`src/rtl/apb_decode_monitor.sv`:
```
module apb_decode_monitor #(
  parameter int N  = 4,
  parameter int AW = 32,
  parameter logic [N-1:0][AW-1:0] BASE = {32'h0000_0300, 32'h0000_0200, 32'h0000_0100, 32'h0000_0000},
  parameter logic [N-1:0][AW-1:0] SIZE = {32'h0000_0100, 32'h0000_0100, 32'h0000_0100, 32'h0000_0100}
) (
  input  logic          pclk,
  input  logic          presetn,
  input  logic          psel,
  input  logic          penable,
  input  logic          pready,
  input  logic [AW-1:0] paddr,
  input  logic [N-1:0]  slv_sel,
  output logic          err_overlap,
  output logic          err_hole,
  output logic          err_mistarget,
  output logic          err_ungated,
  output logic          err_unstable,
  output logic [AW-1:0] fail_addr
);

  logic [N-1:0] exp_sel;

  for (genvar i = 0; i < N; i++) begin : g_win
    localparam logic [AW-1:0] MSK = SIZE[i] - 1'b1;
    if ((SIZE[i] & MSK) != '0 || SIZE[i] == '0) begin : g_bad_size
      $error("window %0d size is not a power of two", i);
    end
    if ((BASE[i] & MSK) != '0) begin : g_bad_base
      $error("window %0d base not aligned to its size", i);
    end
    assign exp_sel[i] = ((paddr & ~MSK) == BASE[i]);
  end

  logic any_sel, one_sel, many_sel;
  assign any_sel  = |slv_sel;
  assign one_sel  = any_sel && ((slv_sel & (slv_sel - 1'b1)) == '0);
  assign many_sel = any_sel && !one_sel;

  logic          armed;
  logic [AW-1:0] setup_addr;
  logic          setup_cyc, access_cyc, done_cyc;
  assign setup_cyc  = psel && !penable;
  assign access_cyc = psel && penable;
  assign done_cyc   = access_cyc && pready;

  always_ff @(posedge pclk or negedge presetn) begin
    if (!presetn) begin
      armed      <= 1'b0;
      setup_addr <= '0;
    end else if (setup_cyc) begin
      armed      <= 1'b1;
      setup_addr <= paddr;
    end else if (done_cyc || !psel) begin
      armed      <= 1'b0;
    end
  end

  logic v_overlap, v_hole, v_mistarget, v_ungated, v_unstable, v_any, flagged;
  assign v_overlap   = psel && many_sel;
  assign v_hole      = psel && !any_sel && (|exp_sel);
  assign v_mistarget = psel && one_sel && (slv_sel != exp_sel);
  assign v_ungated   = !psel && any_sel;
  assign v_unstable  = armed && access_cyc && (paddr != setup_addr);
  assign v_any       = v_overlap | v_hole | v_mistarget | v_ungated | v_unstable;
  assign flagged     = err_overlap | err_hole | err_mistarget | err_ungated | err_unstable;

  always_ff @(posedge pclk or negedge presetn) begin
    if (!presetn) begin
      err_overlap   <= 1'b0;
      err_hole      <= 1'b0;
      err_mistarget <= 1'b0;
      err_ungated   <= 1'b0;
      err_unstable  <= 1'b0;
      fail_addr     <= '0;
    end else begin
      err_overlap   <= err_overlap   | v_overlap;
      err_hole      <= err_hole      | v_hole;
      err_mistarget <= err_mistarget | v_mistarget;
      err_ungated   <= err_ungated   | v_ungated;
      err_unstable  <= err_unstable  | v_unstable;
      if (v_any && !flagged) fail_addr <= paddr;
    end
  end

endmodule

```
`config.mk`:
```
export PLATFORM = sky130hd
export DESIGN_NAME = apb_decode_monitor
export DESIGN_NICKNAME = d
export VERILOG_FILES = /design/src/rtl/apb_decode_monitor.sv
export SDC_FILE = /design/constraint.sdc
export NUM_CORES = 1
export LEC_CHECK = 0
export CAP_MARGIN = 40
export CORE_MARGIN = 2
export CORE_UTILIZATION = 35
export DETAILED_ROUTE_END_ITERATION = 7
export DONT_BUFFER_PORTS = 1
export PLACE_DENSITY = 0.5
export RECOVER_POWER = 50
export SYNTH_ARGS = -nofsm -noshare
export SYNTH_HDL_FRONTEND = slang
export SYNTH_SLANG_ARGS = --single-unit
```
`constraint.sdc`:
```
create_clock -name pclk -period 3.7 [get_ports pclk]
set_clock_uncertainty 0.2 [all_clocks]
set_input_delay 0.37 -clock pclk [delete_from_list [all_inputs] [get_ports pclk]]
set_output_delay 0.37 -clock pclk [all_outputs]
set_load 0.05 [all_outputs]
```
Word-level counts from Yosys, hierarchy flattened
Index checks and enable logic that the tools add are counted.
Widths: inputs -> output; s select.
{"block": "word_totals", "reg_bits": 70, "inputBits": 41, "out_inout_bits": 37, "wordCells": 55}
{"block": "op_classes", "n_addsub": 1, "eq_ne": 5, "muxes": 2, "bitwise": 14, "reduce_logical": 25}
{"op": "$eq 24x2->1 const B", "n": 2}
{"op": "$logic_not 32->1", "n": 1}
{"op": "$ne 32x32->1", "n": 1}
{"op": "$eq 24x1->1 const B", "n": 1}
{"op": "$logic_and 1x1->1", "n": 14}
{"op": "$or 1x1->1", "n": 13}
{"op": "$reduce_or 4->1", "n": 2}
{"op": "$logic_not 1->1", "n": 5}
{"op": "$and 4x4->4", "n": 1}
{"op": "$logic_not 4->1", "n": 1}
{"op": "$ne 4x4->1", "n": 1}
{"op": "$sub 4x1->4 const B", "n": 1}
{"op": "$mux 1", "n": 2}
{"op": "$reduce_bool 2->1", "n": 1}
{"op": "$logic_or 1x1->1", "n": 1}

Depth between registers and ports, before layout
Gate-level depths: netlist of the first run.
{"block": "depth", "depth_word": 12, "ltp_mapped": 9, "mapped_depth_nobuf": 7}

Worst setup path before layout of the first run
No wires, ideal clock.
{"block": "synth_timing", "path_kind": "input to register", "start": "input paddr[14]", "end": "register fail_addr[10]", "setup_ns": 0.125, "arrival_time_ns": 2.310, "required_ns": 3.375, "setup_slack_ns": 1.065, "path_stages": 8, "n_path_buf": 1, "cell_sequence": "or4_1 -> nor3_2 -> nand3_1 -> nor4b_2 -> o31ai_2 -> o21ai_4 -> buf_6 -> mux2_4"}
{"block": "synth_via", "elab_chain_len": 8, "word_cells_on_any_way": 15, "classes_between": "eq/ne (5); bitwise (4); reduce/logical (6)"}
{"item": "start: declaration", "line": "12", "source": "input logic [AW-1:0] paddr,"}
{"item": "$eq 24x1->1, or another cell as far along", "line": "32", "source": "assign exp_sel[i] = ((paddr & ~MSK) == BASE[i]);"}
{"item": "$reduce_or 4->1", "line": "61", "source": "assign v_hole = psel && !any_sel && (|exp_sel);"}
{"item": "$logic_and 1x1->1", "line": "61"}
{"item": "$or 1x1->1 (3 in a row)", "line": "65", "source": "assign v_any = v_overlap | v_hole | v_mistarget | v_ungated | v_unstable;"}
{"item": "$or 1x1->1 *", "line": "65"}
{"item": "$logic_and 1x1->1 *", "line": "82", "source": "if (v_any && !flagged) fail_addr <= paddr;"}
{"item": "end signal: assignment", "line": "82"}
{"item": "end: declaration", "line": "19", "source": "output logic [AW-1:0] fail_addr"}
Mark *: on every way between the ends. The rest lies on a longest branch, timed or not.
A chain may end at the register's enable or synchronous reset.

Final worst setup path of the first run
{"block": "layout_timing", "start": "register setup_addr[14]", "end": "register fail_addr[0]"}
{"block": "layout_via", "elab_chain_len": 4}
{"item": "start: declaration", "line": "41", "source": "logic [AW-1:0] setup_addr;"}
{"item": "start signal: assignment", "line": "53", "source": "setup_addr <= paddr;"}
{"item": "$ne 32x32->1", "line": "64", "source": "assign v_unstable = armed && access_cyc && (paddr != setup_addr);"}
{"item": "$logic_and 1x1->1", "line": "64"}
{"item": "$or 1x1->1", "line": "65"}
{"item": "$logic_and 1x1->1", "line": "82"}
Every way passes these cells.

==> results of run 1 <==
final timing paths:
kind	from	endpoint	slack [ps]	cells past startpoint
setup / recovery	setup_addr[14]$_DFFE_PN0P_	fail_addr[0]$_DFFE_PN0P_	1100	8
hold / removal	slv_sel[0]	err_ungated$_DFF_PN0_	30	2
setup reg to reg	setup_addr[14]$_DFFE_PN0P_	fail_addr[0]$_DFFE_PN0P_	1100	8
hold reg to reg	setup_addr[17]$_DFFE_PN0P_	setup_addr[17]$_DFFE_PN0P_	330	1
max in group asynchronous	presetn	err_overlap$_DFF_PN0_	1430	2
min in group asynchronous	presetn	fail_addr[30]$_DFFE_PN0P_	830	2
where the power goes:
group          internal (mW)  switching (mW)
logic                  0.170          0.0914
registers              0.852           0.196
clock network          0.315           0.309
total                   1.34           0.596
cell type report:
cell class	instances	area [sq um]
fillers	905	5268
well taps	129	161.4
clock inverters	6	70.07
repair buffers	39	374.1
flip-flops and latches	70	1752
multi-input cells	157	1528
inverters	1	3.754
clock buffers	10	127.6
worst max-delay path, stage by stage, from the launching register on:
cell and delay (ps):
dfrtp_1 390, xnor2_1 190, nand4_1 140, nor4_1 350
nand2_1 170, o2bb2ai_1 200, o21ai_4 150, buf_4 330
mux2_2 370
per-layer routing:
| metal | track usage [%] | routed length, um |
|---|---|---|
| met1 | 22.48 | 3654 |
| met3 | 6.635 | 657 |
| met4 | 3.692 | 48 |
| met5 | 0 | 0 |
| met2 | 24.49 | 3716 |
cell usage in the layout, fill, tap and decap left out, drive strengths merged, types with 2 or more instances in the layout:
cell / netlist / layout
or4: 3 / 3
nand2b: 2 / 2
inv: 1 / 2
buf: 5 / 2
dfrtp: 70 / 70
dlygate4sd3: 0 / 35
o21ai: 6 / 6
clkbuf: 8 / 12
mux2: 64 / 64
nand4: 11 / 11
nand2: 3 / 3
nor4: 7 / 7
nand3: 2 / 2
nor2b: 2 / 2
clkinvlp: 0 / 3
nor2: 5 / 5
a211o: 2 / 2
xnor2: 32 / 32
registers in the layout (all words and copies together) (netlist names):
name           count
err_hole           1
setup_addr        32
err_ungated        1
armed              1
fail_addr         32
err_mistarget      1
err_overlap        1
err_unstable       1
logic make-up after synthesis:
group | after synthesis
xor+xnor | 33
compound gates | 17
flops | 70
mux | 64
simple gates | 43
buf+inv | 14
metrics by stage:
step | setup slack [ps] | cell area [sq um] | hold WS, ps | power [mW]
2_1_floorplan | 1065 | 3362 | -125.6 | 1.239
3_3_place_gp | 801.2 | 3467 | -122.6 | 1.268
3_5_place_dp | 715.7 | 3467 | -122.7 | 1.273
4_1_cts | 999.8 | 4043 | 10.15 | 1.968
5_1_grt | 924.7 | 4016 | 45.23 | 2.030
6_report | 1095 | 4016 | 31.31 | 1.933
timing repair:
action | CTS | global route
buffers inserted | 0 | 0
hold buffers | 36 | 0
hold endpoints to repair | 138 | 0
gates resized for setup | 0 | 0
==> results.json, run 1 <==
{
  "min_path_type": "in2reg",
  "yosys.area_share.simple_pct": 7.964,
  "synth_fa_ha_area_share_pct": 0,
  "ys_top_cells_by_area": "dfrtp_1 (52%), mux2_4 (13%), mux2_2 (11%)",
  "path_max_fanout": 16,
  "cts.reportedPaths.clkPinSlew_ps": 80,
  "drt-total-wl_um": 8076,
  "post_drt_wl_per_cell_um": 19.60,
  "drive_gt1_share_pct": 31.45,
  "stdcell_count": 412,
  "io-pin-count": 78,
  "viasPerCell": 5.046,
  "synth_top_cell_by_area": "dfrtp_1",
  "max-slew-margin-rel_pct": -29.73,
  "vias": 2079,
  "worstPathArrival_ps": 2640,
  "area_delta_synth_final_pct": 19.46,
  "die_w_um": 102.0,
  "final-hold-violation-count": 0,
  "placed_cells": 360,
  "cap_viol_max_count": 2,
  "synth.most_common_cell": "dfrtp_1",
  "tns_ps": 0,
  "synth-seq-cells": 70,
  "fmax_mhz": 383.9,
  "synth_warnings": 0,
  "maxSlewViolCount": 105,
  "antenna_found_initial": 0,
  "htreeDepth": 3,
  "avgSynthCellArea_sq_um": 13.95,
  "synth_top_family_by_area": "multiplexers",
  "ir_drop_mv": 0.2537,
  "dp_hpwl_um": 5028,
  "synth-compound-area-share_pct": 4.094,
  "drtPass1Iterations": 4,
  "tightest_slew_ps": 1946,
  "synth_seq_area_share_pct": 52.10,
  "synth_edf_count": 0,
  "numCtsBuffers": 9,
  "start_util_pct": 36.21,
  "setup_viol": 0,
  "violations": "capacitance limit, slew limit",
  "cp-end-kind": "register",
  "rsz0062_at_grt": "no",
  "yosysUniqueCellTypes": 37,
  "die_area_sq_mm": 0.01041,
  "gp_congestion": 0.7272,
  "grt_max_degree": 71,
  "postSynthCellCount": 241,
  "grt_overflow_total": 0,
  "synth.area.mux_share_pct": 24.79,
  "setup.worst_path.class": "reg2reg",
  "finalNetCount": 319,
  "core_area_sq_mm": 0.009284,
  "cts.sinks": 70,
  "status": "finished, violations left",
  "fin_crit_ps": 2605,
  "chipHeight_um": 102.0,
  "p_per_area_mw_per_mm2": 481.3,
  "yosys.area.top_type_share_pct": 52.10,
  "netlist_area_sq_mm": 0.003362,
  "antenna_left": 0,
  "period_share_pct": 70.40,
  "cts_root_buffer": "clkbuf_8",
  "synth_ff_type": "dfrtp_1",
  "synth_nets": 282,
  "start_kind": "register",
  "clockBufferDepth": 2,
  "insertion_delay_ps": 350,
  "final_core_util_pct": 43.26,
  "async_flop_share_pct": 100.0,
  "crit_required_ps": 3730,
  "detail_route.iter0.violations": 96,
  "n_antenna_cell": 0,
  "drc": 0,
  "numPortBuffers": 0,
  "grt_pass1_vias": 2258,
  "synth-xor-area-share_pct": 8.597,
  "yosys-top-cells-count": "dfrtp_1 (70), mux2_2 (34), xnor2_1 (32)",
  "num_rows": 35,
  "cts_tree": "yes",
  "grt.total_usage_pct": 16.39,
  "grt_pass1_wl_um": 12600,
  "leakagePower_nw": 1.718
}
No activity file was read; power rests on OpenSTA's default activity.
==> inputs of run 2 (changes only) <==
Settings changed: PLACE_DENSITY 0.5 to 0.52.
Clock period 3.7 ns to 2.1 ns, I/O delays scaled along.
==> results.json, run 2 (synthesis results as in run 1) <==
{
  "num_rows": 35,
  "n_antenna_cell": 0,
  "area_delta_synth_final_pct": 32.23,
  "max-slew-margin-rel_pct": 34.31,
  "path_max_fanout": 5,
  "violations": "setup timing",
  "cap_viol_max_count": 0,
  "dpl_cell_area_sq_mm": 0.003583,
  "grt_pass1_vias": 2390,
  "maxSlewViolCount": 0,
  "post_drt_wl_per_cell_um": 19.75,
  "final.setup.worst_slack_ps": -346.6,
  "cts_root_buffer": "clkbuf_8",
  "setup.worst_path.class": "reg2reg",
  "placed_cells": 371,
  "fmax_mhz": 408.7,
  "ir_drop_mv": 0.4248,
  "stdcell_count": 437,
  "final-hold-violation-count": 0,
  "gp_congestion": 0.7138,
  "die_area_sq_mm": 0.01041,
  "grt_pass1_wl_um": 13300,
  "status": "finished, violations left",
  "rsz0062_at_grt": "yes",
  "switching_share_pct": 29.02,
  "min_path_type": "in2reg",
  "leakagePower_nw": 1.939,
  "finalNetCount": 344,
  "setup_viol": 32,
  "grt_overflow_total": 0,
  "antenna_found_initial": 0,
  "cp-end-kind": "register",
  "pre_cts_slack_ps": -505.3,
  "detail_route.iter0.violations": 70,
  "htreeDepth": 3,
  "p_per_area_mw_per_mm2": 829.0,
  "cts.reportedPaths.clkPinSlew_ps": 80,
  "clkPwrFrac_pct": 36.4,
  "drive_gt1_share_pct": 38.64,
  "cts_tree": "yes",
  "viasPerCell": 4.959,
  "drt-total-wl_um": 8630,
  "cts.sinks": 70,
  "final_core_util_pct": 47.88,
  "chipHeight_um": 102.0,
  "vias": 2167,
  "worstPathArrival_ps": 2480,
  "fin_crit_ps": 2447,
  "drc": 0,
  "tns_ps": -9634,
  "comb_power_share_pct": 13.4,
  "start_util_pct": 36.21,
  "drtPass1Iterations": 4,
  "insertion_delay_ps": 350,
  "grt_max_degree": 71,
  "intPower_mw": 2.616,
  "antenna_left": 0,
  "grt.total_usage_pct": 17.67,
  "power.switching_mw": 1.070,
  "start_kind": "register",
  "numPortBuffers": 0,
  "die_w_um": 102.0,
  "numCtsBuffers": 9,
  "io-pin-count": 78,
  "mostFrequentLayoutCells": "dfrtp_1 (70), dlygate4sd3_1 (42), mux2_2 (32), mux2_4 (32), xnor2_1 (28)",
  "reg_top3": "fail_addr: 32 flops, setup_addr: 32 flops",
  "dp_hpwl_um": 5007,
  "pwr-share-seq_pct": 50.2,
  "layout_commonest_cell": "dfrtp_1",
  "finalInstanceArea_sq_mm": 0.004446,
  "core_area_sq_mm": 0.009284,
  "clockBufferDepth": 2,
  "period_share_pct": 116.5,
  "tightest_slew_ps": 985.3,
  "crit_required_ps": 2140
}
==> run 2: cell types whose count changed in the layout (fill, tap and decap cells not counted), sizes merged <==
| cell | change |
|---|---|
| clkinv | +1 |
| bufinv | +2 |
| dlygate4sd3 | +7 |
| buf | +18 |
| clkinvlp | -2 |
| clkbuf | -1 |
==> run 2: metrics by stage <==
step / hold slack [ps] / power, mW
after detailed placement: -283.3 / 2.248
final: 88.88 / 3.685
after global placement: -282.6 / 2.240
after global routing: 83.31 / 3.845
after CTS: 73.15 / 3.728
after floorplan: -285.6 / 2.184
==> run 2: final cells by class <==
class / instances / area [sq um]
fill: 860 / 4838
clock inverter: 7 / 120.1
sequential: 70 / 1752
tap: 129 / 161.4
timing repair buffer: 64 / 679.4
inverter: 1 / 3.754
clock buffer: 9 / 123.9
multi-input combinational: 157 / 1605
==> run 2: critical path, cell delays in order (launching register included) <==
cell	delay, ps
dfrtp_1	390
xnor2_1	190
nand4_1	130
nor4_2	300
nand2_1	130
o2bb2ai_2	160
o21ai_4	170
buf_6	140
buf_12	120
buf_16	120
mux2_4	290
==> run 2: worst paths after layout <==
path | from | end | slack [ps] | cells past startpoint
min in group asynchronous | presetn | fail_addr[28]$_DFFE_PN0P_ | 370 | 2
worst min-delay path | paddr[18] | err_hole$_DFF_PN0_ | 90 | 3
worst max-delay path | setup_addr[6]$_DFFE_PN0P_ | fail_addr[26]$_DFFE_PN0P_ | -350 | 10
worst min register to register | setup_addr[23]$_DFFE_PN0P_ | setup_addr[23]$_DFFE_PN0P_ | 330 | 1
worst max register to register | setup_addr[6]$_DFFE_PN0P_ | fail_addr[26]$_DFFE_PN0P_ | -350 | 10
max in group asynchronous | presetn | err_unstable$_DFF_PN0_ | 700 | 2
==> run 2: layer usage <==
metal,GRT usage (%),part of all wire [%]
met1,23.13,44
met2,27.83,48
met3,5.404,5.9
met4,6.359,1.8
met5,0,0
==> run 2: power groups by stage <==
stage	Sequential, mW	Clock [mW]	Combinational, mW
floorplan	1.85	0	0.336
global placement	1.87	0	0.372
detailed placement	1.87	0	0.377
CTS	1.85	1.38	0.502
global route	1.87	1.43	0.539
finish	1.85	1.34	0.495
==> run 2: timing repair <==
item | in CTS | in global routing
resized for setup | 13 | 3
setup buffers | 7 | 0
setup endpoints to repair | 32 | 32
pin swaps | 7 | 2
cloned | 3 | 0
endpoints found under the hold margin | 139 | 0
hold buffers | 43 | 0
